`config.mk`:
```
export PLATFORM = sky130hd
export DESIGN_NAME = i2c_cond_gen
export DESIGN_NICKNAME = d
export VERILOG_FILES = /design/src/rtl/i2c_cond_pkg.sv /design/src/rtl/i2c_half_timer.sv /design/src/rtl/i2c_line_sync.sv /design/src/rtl/i2c_sda_delay.sv /design/src/rtl/i2c_cond_gen.sv
export SDC_FILE = /design/constraint.sdc
export NUM_CORES = 1
export LEC_CHECK = 0
export CAP_MARGIN = 15
export CORE_ASPECT_RATIO = 0.5
export CORE_UTILIZATION = 52
export CTS_BUF_LIST = sky130_fd_sc_hd__clkbuf_4 sky130_fd_sc_hd__clkbuf_8
export DETAILED_ROUTE_END_ITERATION = 8
export GPL_TIMING_DRIVEN = 0
export HOLD_SLACK_MARGIN = 0.03
export MAX_ROUTING_LAYER = met4
export PLACE_DENSITY_LB_ADDON = 0.12
export SYNTH_ARGS = -nofsm -noshare
export SYNTH_HDL_FRONTEND = slang
export SYNTH_SLANG_ARGS = --single-unit
```
`constraint.sdc`:
```
create_clock -name clk -period 2.1 [get_ports clk]
set_input_delay 0.42 -clock clk [delete_from_list [all_inputs] [get_ports clk]]
set_output_delay 0.42 -clock clk [all_outputs]
set_load 0.02 [all_outputs]
```
`src/rtl/i2c_cond_pkg.sv`:
```
package i2c_cond_pkg;

    // Smallest legal reload: SCL read-back needs this many cycles to be seen
    localparam int MIN_RELOAD  = 3;
    // Synchronizer depth on the SCL read-back path
    localparam int SYNC_STAGES = 2;

    typedef enum logic [2:0] {
        PH_IDLE,   // bus free, both lines released
        PH_HOLD,   // SDA low with SCL high (START hold)
        PH_LOW,    // SCL pulled low
        PH_RISE,   // SCL released, waiting to see it high
        PH_HIGH,   // SCL high, timing the high half
        PH_FIN     // STOP finished, done pulse
    } phase_e;

    typedef enum logic [1:0] {
        BIT_PLAIN,    // ordinary bit, SDA held low
        BIT_STOP,     // bit that ends in a STOP
        BIT_RESTART   // bit that ends in a repeated START
    } bit_kind_e;

endpackage

```
`src/rtl/i2c_half_timer.sv`:
```
module i2c_half_timer #(
    parameter int CNT_W = 8
) (
    input  logic             clk,
    input  logic             rst,
    input  logic             load,
    input  logic [CNT_W-1:0] load_val,
    output logic             expired
);
    logic [CNT_W-1:0] cnt_q;

    always_ff @(posedge clk) begin
        if (rst) begin
            cnt_q <= '0;
        end else if (load) begin
            cnt_q <= load_val;
        end else if (cnt_q != '0) begin
            cnt_q <= cnt_q - 1'b1;
        end
    end

    assign expired = (cnt_q == '0);
endmodule

```
`src/rtl/i2c_line_sync.sv`:
```
module i2c_line_sync #(
    parameter int STAGES = 2
) (
    input  logic clk,
    input  logic rst,
    input  logic line_in,
    output logic line_sync
);
    logic [STAGES-1:0] ff_q;

    generate
        if (STAGES == 1) begin : g_one
            always_ff @(posedge clk) begin
                if (rst) ff_q <= '1;
                else     ff_q <= line_in;
            end
        end else begin : g_many
            always_ff @(posedge clk) begin
                if (rst) ff_q <= '1;
                else     ff_q <= {ff_q[STAGES-2:0], line_in};
            end
        end
    endgenerate

    assign line_sync = ff_q[STAGES-1];
endmodule

```
`src/rtl/i2c_sda_delay.sv`:
```
module i2c_sda_delay #(
    parameter int DLY_W = 3
) (
    input  logic             clk,
    input  logic             rst,
    input  logic [DLY_W-1:0] dly,
    input  logic             d_in,
    output logic             d_out
);
    localparam int DEPTH = (1 << DLY_W) - 1;

    logic [DEPTH-1:0] tap_q;

    generate
        if (DEPTH == 1) begin : g_single
            always_ff @(posedge clk) begin
                if (rst) tap_q <= '0;
                else     tap_q <= d_in;
            end
        end else begin : g_chain
            always_ff @(posedge clk) begin
                if (rst) tap_q <= '0;
                else     tap_q <= {tap_q[DEPTH-2:0], d_in};
            end
        end
    endgenerate

    always_comb begin
        if (dly == '0) d_out = d_in;
        else           d_out = tap_q[int'(dly) - 1];
    end
endmodule

```
`src/rtl/i2c_cond_gen.sv`:
```
module i2c_cond_gen
    import i2c_cond_pkg::*;
#(
    parameter int CNT_W = 8,
    parameter int DLY_W = 3
) (
    input  logic             clk,
    input  logic             rst,
    input  logic [CNT_W-1:0] reload,
    input  logic [DLY_W-1:0] sda_dly,
    input  logic             start_req,
    input  logic             stop_req,
    input  logic             scl_in,
    output logic             scl_drive_low,
    output logic             sda_drive_low,
    output logic             busy,
    output logic             done
);
    localparam logic [CNT_W-1:0] MIN_N    = CNT_W'(MIN_RELOAD);
    // cycles spent seeing the line high before the high timer starts
    localparam logic [CNT_W-1:0] RISE_LAT = CNT_W'(SYNC_STAGES + 1);

    phase_e           phase_q;
    bit_kind_e        kind_q;
    logic             sda_req_q;
    logic             start_pend_q;
    logic             stop_pend_q;
    logic             scl_seen;
    logic             half_over;
    logic             tmr_load;
    logic [CNT_W-1:0] tmr_val;
    logic [CNT_W-1:0] n_eff;

    assign n_eff = (reload < MIN_N) ? MIN_N : reload;

    i2c_line_sync #(.STAGES(SYNC_STAGES)) u_sync (
        .clk      (clk),
        .rst      (rst),
        .line_in  (scl_in),
        .line_sync(scl_seen)
    );

    i2c_half_timer #(.CNT_W(CNT_W)) u_timer (
        .clk     (clk),
        .rst     (rst),
        .load    (tmr_load),
        .load_val(tmr_val),
        .expired (half_over)
    );

    i2c_sda_delay #(.DLY_W(DLY_W)) u_dly (
        .clk  (clk),
        .rst  (rst),
        .dly  (sda_dly),
        .d_in (sda_req_q),
        .d_out(sda_drive_low)
    );

    always_comb begin
        tmr_load = 1'b0;
        tmr_val  = n_eff;
        unique case (phase_q)
            PH_IDLE: tmr_load = start_pend_q;
            PH_HOLD: tmr_load = half_over;
            PH_RISE: begin
                tmr_load = scl_seen;
                tmr_val  = n_eff - RISE_LAT;
            end
            PH_HIGH: tmr_load = half_over && (kind_q != BIT_STOP);
            default: tmr_load = 1'b0;
        endcase
    end

    always_ff @(posedge clk) begin
        if (rst) begin
            phase_q      <= PH_IDLE;
            kind_q       <= BIT_PLAIN;
            sda_req_q    <= 1'b0;
            start_pend_q <= 1'b0;
            stop_pend_q  <= 1'b0;
        end else begin
            start_pend_q <= start_pend_q | start_req;
            stop_pend_q  <= stop_pend_q | stop_req;
            unique case (phase_q)
                PH_IDLE: begin
                    stop_pend_q <= 1'b0;
                    if (start_pend_q) begin
                        phase_q      <= PH_HOLD;
                        kind_q       <= BIT_PLAIN;
                        sda_req_q    <= 1'b1;
                        start_pend_q <= start_req;
                    end
                end
                PH_HOLD: if (half_over) phase_q <= PH_LOW;
                PH_LOW:  if (half_over) phase_q <= PH_RISE;
                PH_RISE: if (scl_seen)  phase_q <= PH_HIGH;
                PH_HIGH: begin
                    if (half_over) begin
                        unique case (kind_q)
                            BIT_STOP: begin
                                sda_req_q <= 1'b0;
                                phase_q   <= PH_FIN;
                            end
                            BIT_RESTART: begin
                                sda_req_q <= 1'b1;
                                kind_q    <= BIT_PLAIN;
                                phase_q   <= PH_HOLD;
                            end
                            default: begin
                                phase_q <= PH_LOW;
                                if (stop_pend_q) begin
                                    kind_q       <= BIT_STOP;
                                    stop_pend_q  <= stop_req;
                                    start_pend_q <= start_req;
                                end else if (start_pend_q) begin
                                    kind_q       <= BIT_RESTART;
                                    sda_req_q    <= 1'b0;
                                    start_pend_q <= start_req;
                                end
                            end
                        endcase
                    end
                end
                default: phase_q <= PH_IDLE;
            endcase
        end
    end

    assign scl_drive_low = (phase_q == PH_LOW);
    assign busy          = (phase_q != PH_IDLE);
    assign done          = (phase_q == PH_FIN);
endmodule

```
==> flow_summary.toml, run 1 <==
[run_status]
outcome = "finished with violations"
violations = "setup timing"

[logic_synthesis]
synthesis.area_um2 = 1654
synthArstFlopShare = 0
ys_types = 53
seq_area_frac_synth = 0.3026
ys_ff_latch = 25
muxShareOfSynthArea = 0.03177
synth_compound_gate_area_share = 0.2436
synth_enable_flop_cells = 0
yosysTopAreaCellShare = 0.3026
synth_xor_xnor_area_share = 0.03707
synth_warnings = 0
synth-main-ff-cell = "dfxtp_1"
synth_cells = 196
synth_top_family_by_area = "simple AND/OR/NAND/NOR gates"
synth_top_area_cell = "dfxtp_1"
syn_nets = 218
synth-simple-area-share = 0.2844
avgSynthCellArea_um2 = 8.439
synthTopCellsByArea = "dfxtp_1 30%, ha_1 4.5%, nor2b_1 4.5%"
synth_fa_ha_area_frac = 0.04539

[layout]
fillers = 257
antenna_cells = 0
nets = 249
area_growth_pct = 29.12
drive_above_1_share = 0.2611

[routing]
vias = 1659
drt_iter0_markers = 122
routedWlPerCell_um = 15.78
routed_via_density = 6.237
drc_errors = 0
drt-pass1-iter-count = 5
detail-route-antenna-nets = 0
wl_um = 4198

[clock_network]
clock_sinks = 25
postCtsHoldBufs = 0
clk_latency_ns = 0.28
cts-root-buf = "clkbuf_8"
cts_tree = "done"
ctsHtreeMaxLevel = 1
cts_made_buffers = 3
path_clk_slew_ns = 0.09
max-clock-path-buffers = 2

[setup_path]
rr_worst_depth = 9
crit_fanout = 3
rr_startpoint = "u_timer.cnt_q[1]"
slowest_delay_ns = 0.31
slowest_stage = "mux4_2"
crit_path_start = "sda_dly[0]"
crit_path_end = "sda_drive_low"
reg2reg_setup_slack_ns = 0.10
start_kind = "primary input"
crit_type = "in -> out"
endpoint_kind = "primary output"
cp_cell_sequence = "buf_8, inv_4, ha_4, mux4_2, nor4b_4, a31oi_1, o211ai_1, buf_4"
timing.rr.end = "u_timer.cnt_q[1]"
cp_data_arrival_time_ns = 1.70
required_ns = 1.68

[min_path]
min_from = "u_sync.ff_q[0]"
min_path_type = "reg -> reg"

[timing]
post-route-min-period_ns = 2.117
setup_violations = 1
worstMarginPinSlew_ns = 0.5871
fmax_mhz = 472.4
fin_skew_ns = 0.002792
setup_slack_ns = -0.01686
hold_viol = 0
worst_slew_margin_rel = 0.6086
setup_tns_ns = -0.01686
worst_hold_slack_ns = 0.4151
min_period_over_period = 1.008
drv_slew = 0
rsz0062_at_grt = "true"

[placed_design]
place_ws_ns = -1.040
hpwlAfterDp_um = 2829
port_buffers = 18
place_congestion = 0.8544

[global_route]
antenna_found_initial = 0
grt_overflow_total = 0
track_usage = 0.2742
grt_pass1_vias = 1473
grt_pass1_wl_um = 6886
grt_start_max_net_pins = 17

[floorplanning]
die_y_um = 41.88
core_um2 = 3013
io_pins = 20
die_w_um = 81.76
start_util = 0.5490
die_area_um2 = 3424
rows = 14

[power]
p_leak_nw = 0.8044
p_per_area_nw_per_um2 = 1100
irDropWorstVdd_mv = 0.5226

[job]
cap_violations = 0
## power by group
group	internal (W)	total (W)	switching, W	leakage [nW]
clock network	0.000139	0.000307	0.000167	0.0261
logic	0.000611	0.00131	0.000698	0.571
registers	0.000587	0.000735	0.000148	0.207
total	0.00134	0.00235	0.00101	0.804
## synthesized netlist by cell type, drive strengths merged (5+ instances only)
cell and n:
clkbuf 8, nor2 8, dfxtp 25, a21oi 10, nor4 5, nand2 7, ha 6, o21ai 9
xnor2 6, or2 5, inv 11, nor2b 12, a2111oi 5, nor3 13
## timing repair
item / CTS / global route
setup endpoints to repair: 11 / 13
gates resized for setup: 40 / 22
gates cloned: 0 / 0
pin swaps: 2 / 6
buffers inserted: 5 / 5
## cell usage in the layout, fill, tap and decap left out, types with 3 or more instances in the layout
cell type / Yosys / layout
dfxtp_1: 25 / 19
nor2b_1: 12 / 12
buf_4: 0 / 11
nor3_1: 13 / 11
o21ai_0: 9 / 9
inv_1: 11 / 8
a21oi_1: 10 / 8
nand2_1: 7 / 7
clkdlybuf4s50_1: 0 / 7
nor2_1: 8 / 6
xnor2_1: 6 / 6
dfxtp_2: 0 / 6
or2_2: 5 / 5
dlymetal6s2s_1: 0 / 5
clkbuf_1: 8 / 4
nand3_1: 4 / 4
or3b_2: 4 / 4
nor4_1: 5 / 4
o31ai_1: 4 / 4
mux2i_1: 3 / 3
a31oi_1: 3 / 3
a211oi_1: 3 / 3
nand4_1: 3 / 3
or3_1: 3 / 3
o22ai_1: 3 / 3
a2111oi_2: 3 / 3
ha_1: 6 / 3
clkbuf_8: 0 / 3
## layout make-up
class	count	area, µm²	area share
flip-flops and latches	25	508.0	0.2378
clock inverters	1	8.758	0.004101
repair buffers	28	272.8	0.1277
inverters	12	48.80	0.02285
clock buffers	3	41.29	0.01933
multi-input cells	149	1164	0.5448
plain buffers	8	42.54	0.01992
well taps	40	50.05	0.02343
## worst min path at each step
| stage | to | slack [ns] | cells past startpoint |
|---|---|---|---|
| after floorplan | u_sync.ff_q[1] | 0.39 | 1 |
| after global placement | u_sync.ff_q[1] | 0.39 | 1 |
| after detailed placement | u_sync.ff_q[1] | 0.40 | 1 |
| after CTS | u_sync.ff_q[1] | 0.42 | 1 |
| after global routing | u_sync.ff_q[1] | 0.44 | 1 |
| final | u_sync.ff_q[1] | 0.42 | 1 |
## flip-flops by register name (all words and copies together), names as in the netlist
| name | cells |
|---|---|
| u_dly.tap_q | 7 |
| stop_pend_q | 1 |
| sda_req_q | 1 |
| kind_q | 2 |
| start_pend_q | 1 |
| u_timer.cnt_q | 8 |
| phase_q | 3 |
| u_sync.ff_q | 2 |
## through the flow
| step | util | area [µm²] | total power, W | instances |
|---|---|---|---|---|
| finish | 0.7089 | 2136 | 0.002350 | 266 |
| global route | 0.7089 | 2136 | 0.002500 | 266 |
| CTS | 0.6786 | 2044 | 0.002194 | 262 |
| detailed placement | 0.6254 | 1884 | 0.001833 | 254 |
| global placement | 0.6254 | 1884 | 0.001800 | 254 |
| floorplan | - | 1654 | 0.001552 | 196 |
## metal layers
layer / vias to the layer above / track usage / routed length (µm) / share of wire
met5: - / - / 0 / 0
met1: 782 / 0.3542 / 1995 / 0.48
met2: 64 / 0.4331 / 1905 / 0.45
met4: 0 / 0.07018 / 77 / 0.018
li1: 801 / - / - / -
met3: 12 / 0.06154 / 220 / 0.052
## worst max-delay path: cells and delay by family
kind,cells,cell delay (ns)
adder cells (fa/ha/maj),1,0.26
AND/OR/NAND/NOR,1,0.15
AO/OA/AOI/OAI,2,0.27
buffers and inverters,3,0.29
multiplexers,1,0.31
## cells by family (layout without fill, tap and decap cells)
kind of cell / count (synthesis) / in the layout
mux: 4 / 4
compound gates: 54 / 54
xor+xnor: 7 / 7
buf+inv: 22 / 52
flops: 25 / 25
fa+ha+maj: 6 / 6
simple gates: 78 / 78
No activity file was read; power rests on OpenSTA's default activity.
==> run 2: changes to the inputs <==
--- a/config.mk
+++ b/config.mk
@@ -10,7 +10,6 @@
 export CORE_UTILIZATION = 52
 export CTS_BUF_LIST = sky130_fd_sc_hd__clkbuf_4 sky130_fd_sc_hd__clkbuf_8
 export DETAILED_ROUTE_END_ITERATION = 8
-export GPL_TIMING_DRIVEN = 0
 export HOLD_SLACK_MARGIN = 0.03
 export MAX_ROUTING_LAYER = met4
 export PLACE_DENSITY_LB_ADDON = 0.12
==> run 2 against run 1 <==
Against the previous run: critical path type unchanged; via count is 1.3% higher; the run still ends with setup timing left; hold slack gained 0.033 ns; sequential power fell by 3.4%; final cell count increased by 9.0%; first-iteration DRC count is 66% lower; highest routed layer unchanged; largest power group unchanged.
==> flow_summary.toml, run 2 (synthesis results as in run 1) <==
[clock_network]
clock_sinks = 25
path_clk_slew_ns = 0.09
clk_latency_ns = 0.27
cts-root-buf = "clkbuf_8"
cts_made_buffers = 3
max-clock-path-buffers = 2
cts_tree = "done"
ctsHtreeMaxLevel = 1

[global_route]
grt_overflow_total = 0
track_usage = 0.2707
grt_pass1_vias = 1557
grt_start_max_net_pins = 17
antenna_found_initial = 0
grt_pass1_wl_um = 6872

[layout]
area_growth_pct = 38.73
largestRegisters = "u_timer.cnt_q: 8 flops, u_dly.tap_q: 7 flops, phase_q: 3 flops"
seq_area_um2 = 505.5
antenna_cells = 0
largest_register_ffs = 8
drive_above_1_share = 0.3320
fillers = 224
multi_input_area_um2 = 1132
nets = 273
regMostFlops = "u_timer.cnt_q"
mostFrequentLayoutCells = "40 x buf_4, 21 x dfxtp_1, 14 x clkdlybuf4s50_1, 12 x nor2b_1, 11 x nor3_1"
final_common_cell = "buf_4"

[timing]
hold_viol = 0
worstMarginPinSlew_ns = 0.4189
setup_slack_ns = -0.09830
min_period_over_period = 1.047
post-route-min-period_ns = 2.198
fmax_mhz = 454.9
worst_slew_margin_rel = 0.7135
setup_violations = 1
fin_skew_ns = 0.002821
rsz0062_at_grt = "true"
drv_slew = 0

[floorplanning]
io_pins = 20
start_util = 0.5490
die_w_um = 81.76
rows = 14
die_y_um = 41.88
die_area_um2 = 3424
core_um2 = 3013

[min_path]
min_path_type = "reg -> reg"
min_path_cells = 1

[setup_path]
endpoint_kind = "primary output"
crit_buf_inv = 3
start_kind = "primary input"
crit_type = "in -> out"
rr_worst_depth = 7
required_ns = 1.68
path_depth = 8
crit_family = "compound AO/OA/AOI/OAI gates"
crit_fanout = 2
cp_cell_sequence = "buf_6, inv_2, ha_4, mux4_2, nor4b_4, a31oi_1, o211ai_1, buf_4"
cp_data_arrival_time_ns = 1.78
slowest_delay_ns = 0.31
slowest_stage = "mux4_2"

[placed_design]
port_buffers = 19
place_ws_ns = -0.8864
hpwlAfterDp_um = 3072
place_congestion = 0.9029

[routing]
wl_um = 4395
vias = 1681
routedWlPerCell_um = 15.16
routed_via_density = 5.797
drc_errors = 0
drt-pass1-iter-count = 4
drt_iter0_markers = 42
detail-route-antenna-nets = 0

[power]
irDropWorstVdd_mv = 0.6192
p_per_area_nw_per_um2 = 1058
power_w = 0.002428
p_leak_nw = 0.9023

[run_status]
violations = "setup timing"
outcome = "finished with violations"

[job]
cap_violations = 0
-- run 2: cell count changes in the layout (fill, tap and decap cells not counted), moves of 2 or more --
cell             previous run  this run
dlygate4sd2_1               2         0
nor4_2                      0         2
clkdlybuf4s50_1             7        14
dfxtp_2                     6         4
clkbuf_4                    2         0
buf_4                      11        40
buf_6                       2         4
dfxtp_1                    19        21
dlymetal6s2s_1              5         2
clkbuf_1                    4         0
nor2_1                      6         8
-- run 2: through the flow --
step	util	cells	instance area, µm²	TNS (ns)	hold slack, ns
floorplan	-	196	1654	0	0.3895
global placement	0.7081	283	2133	-1.718	0.3957
detailed placement	0.7081	283	2133	-1.948	0.4279
CTS	0.7359	288	2217	-0.1153	0.4497
global route	0.7616	290	2295	-0.1264	0.4575
finish	0.7616	290	2295	-0.09830	0.4479
-- run 2: per-layer routing --
layer	vias to the layer above	track usage	wire, µm
met1	769	0.3406	2008
met4	0	0.05614	97
li1	848	-	-
met5	-	-	0
met2	52	0.4463	2103
met3	12	0.05934	185
-- run 2: final cells by class --
class / count / area share
Tap cell: 40 / 0.02181
Sequential cell: 25 / 0.2203
Inverter: 12 / 0.02017
Multi-Input combinational cell: 149 / 0.4935
Clock buffer: 3 / 0.01799
Timing Repair Buffer: 60 / 0.2225
Clock inverter: 1 / 0.003817
-- run 2: worst paths after layout --
path	from	endpoint	slack [ns]
max	sda_dly[0]	sda_drive_low	-0.1
min	u_sync.ff_q[0]	u_sync.ff_q[1]	0.45
max reg2reg	u_timer.cnt_q[0]	u_timer.cnt_q[3]	0.11
min reg2reg	u_sync.ff_q[0]	u_sync.ff_q[1]	0.45
-- run 2: what timing repair did --
item	in CTS	in global routing
pin swaps	1	2
setup buffers	1	2
endpoints found under the hold margin	0	0
cloned	0	0
hold buffers	0	0
gates resized for setup	18	21
endpoints found under the setup margin	5	9
-- run 2: where the power goes --
part           switching, W  total (W)  internal [W]
logic              0.000696    0.00141      0.000715
clock network      0.000168   0.000307      0.000139
registers          0.000128   0.000710      0.000583
total              0.000992    0.00243       0.00144
==> run 3: changes to the inputs <==
--- a/config.mk
+++ b/config.mk
@@ -9,6 +9,7 @@
 export CORE_ASPECT_RATIO = 0.5
 export CORE_UTILIZATION = 52
 export CTS_BUF_LIST = sky130_fd_sc_hd__clkbuf_4 sky130_fd_sc_hd__clkbuf_8
+export CTS_CLUSTER_DIAMETER = 30
 export DETAILED_ROUTE_END_ITERATION = 8
 export HOLD_SLACK_MARGIN = 0.03
 export MAX_ROUTING_LAYER = met4
==> results of run 3 <==
No change in the layout: final DEF, timing and power equal those of run 2.
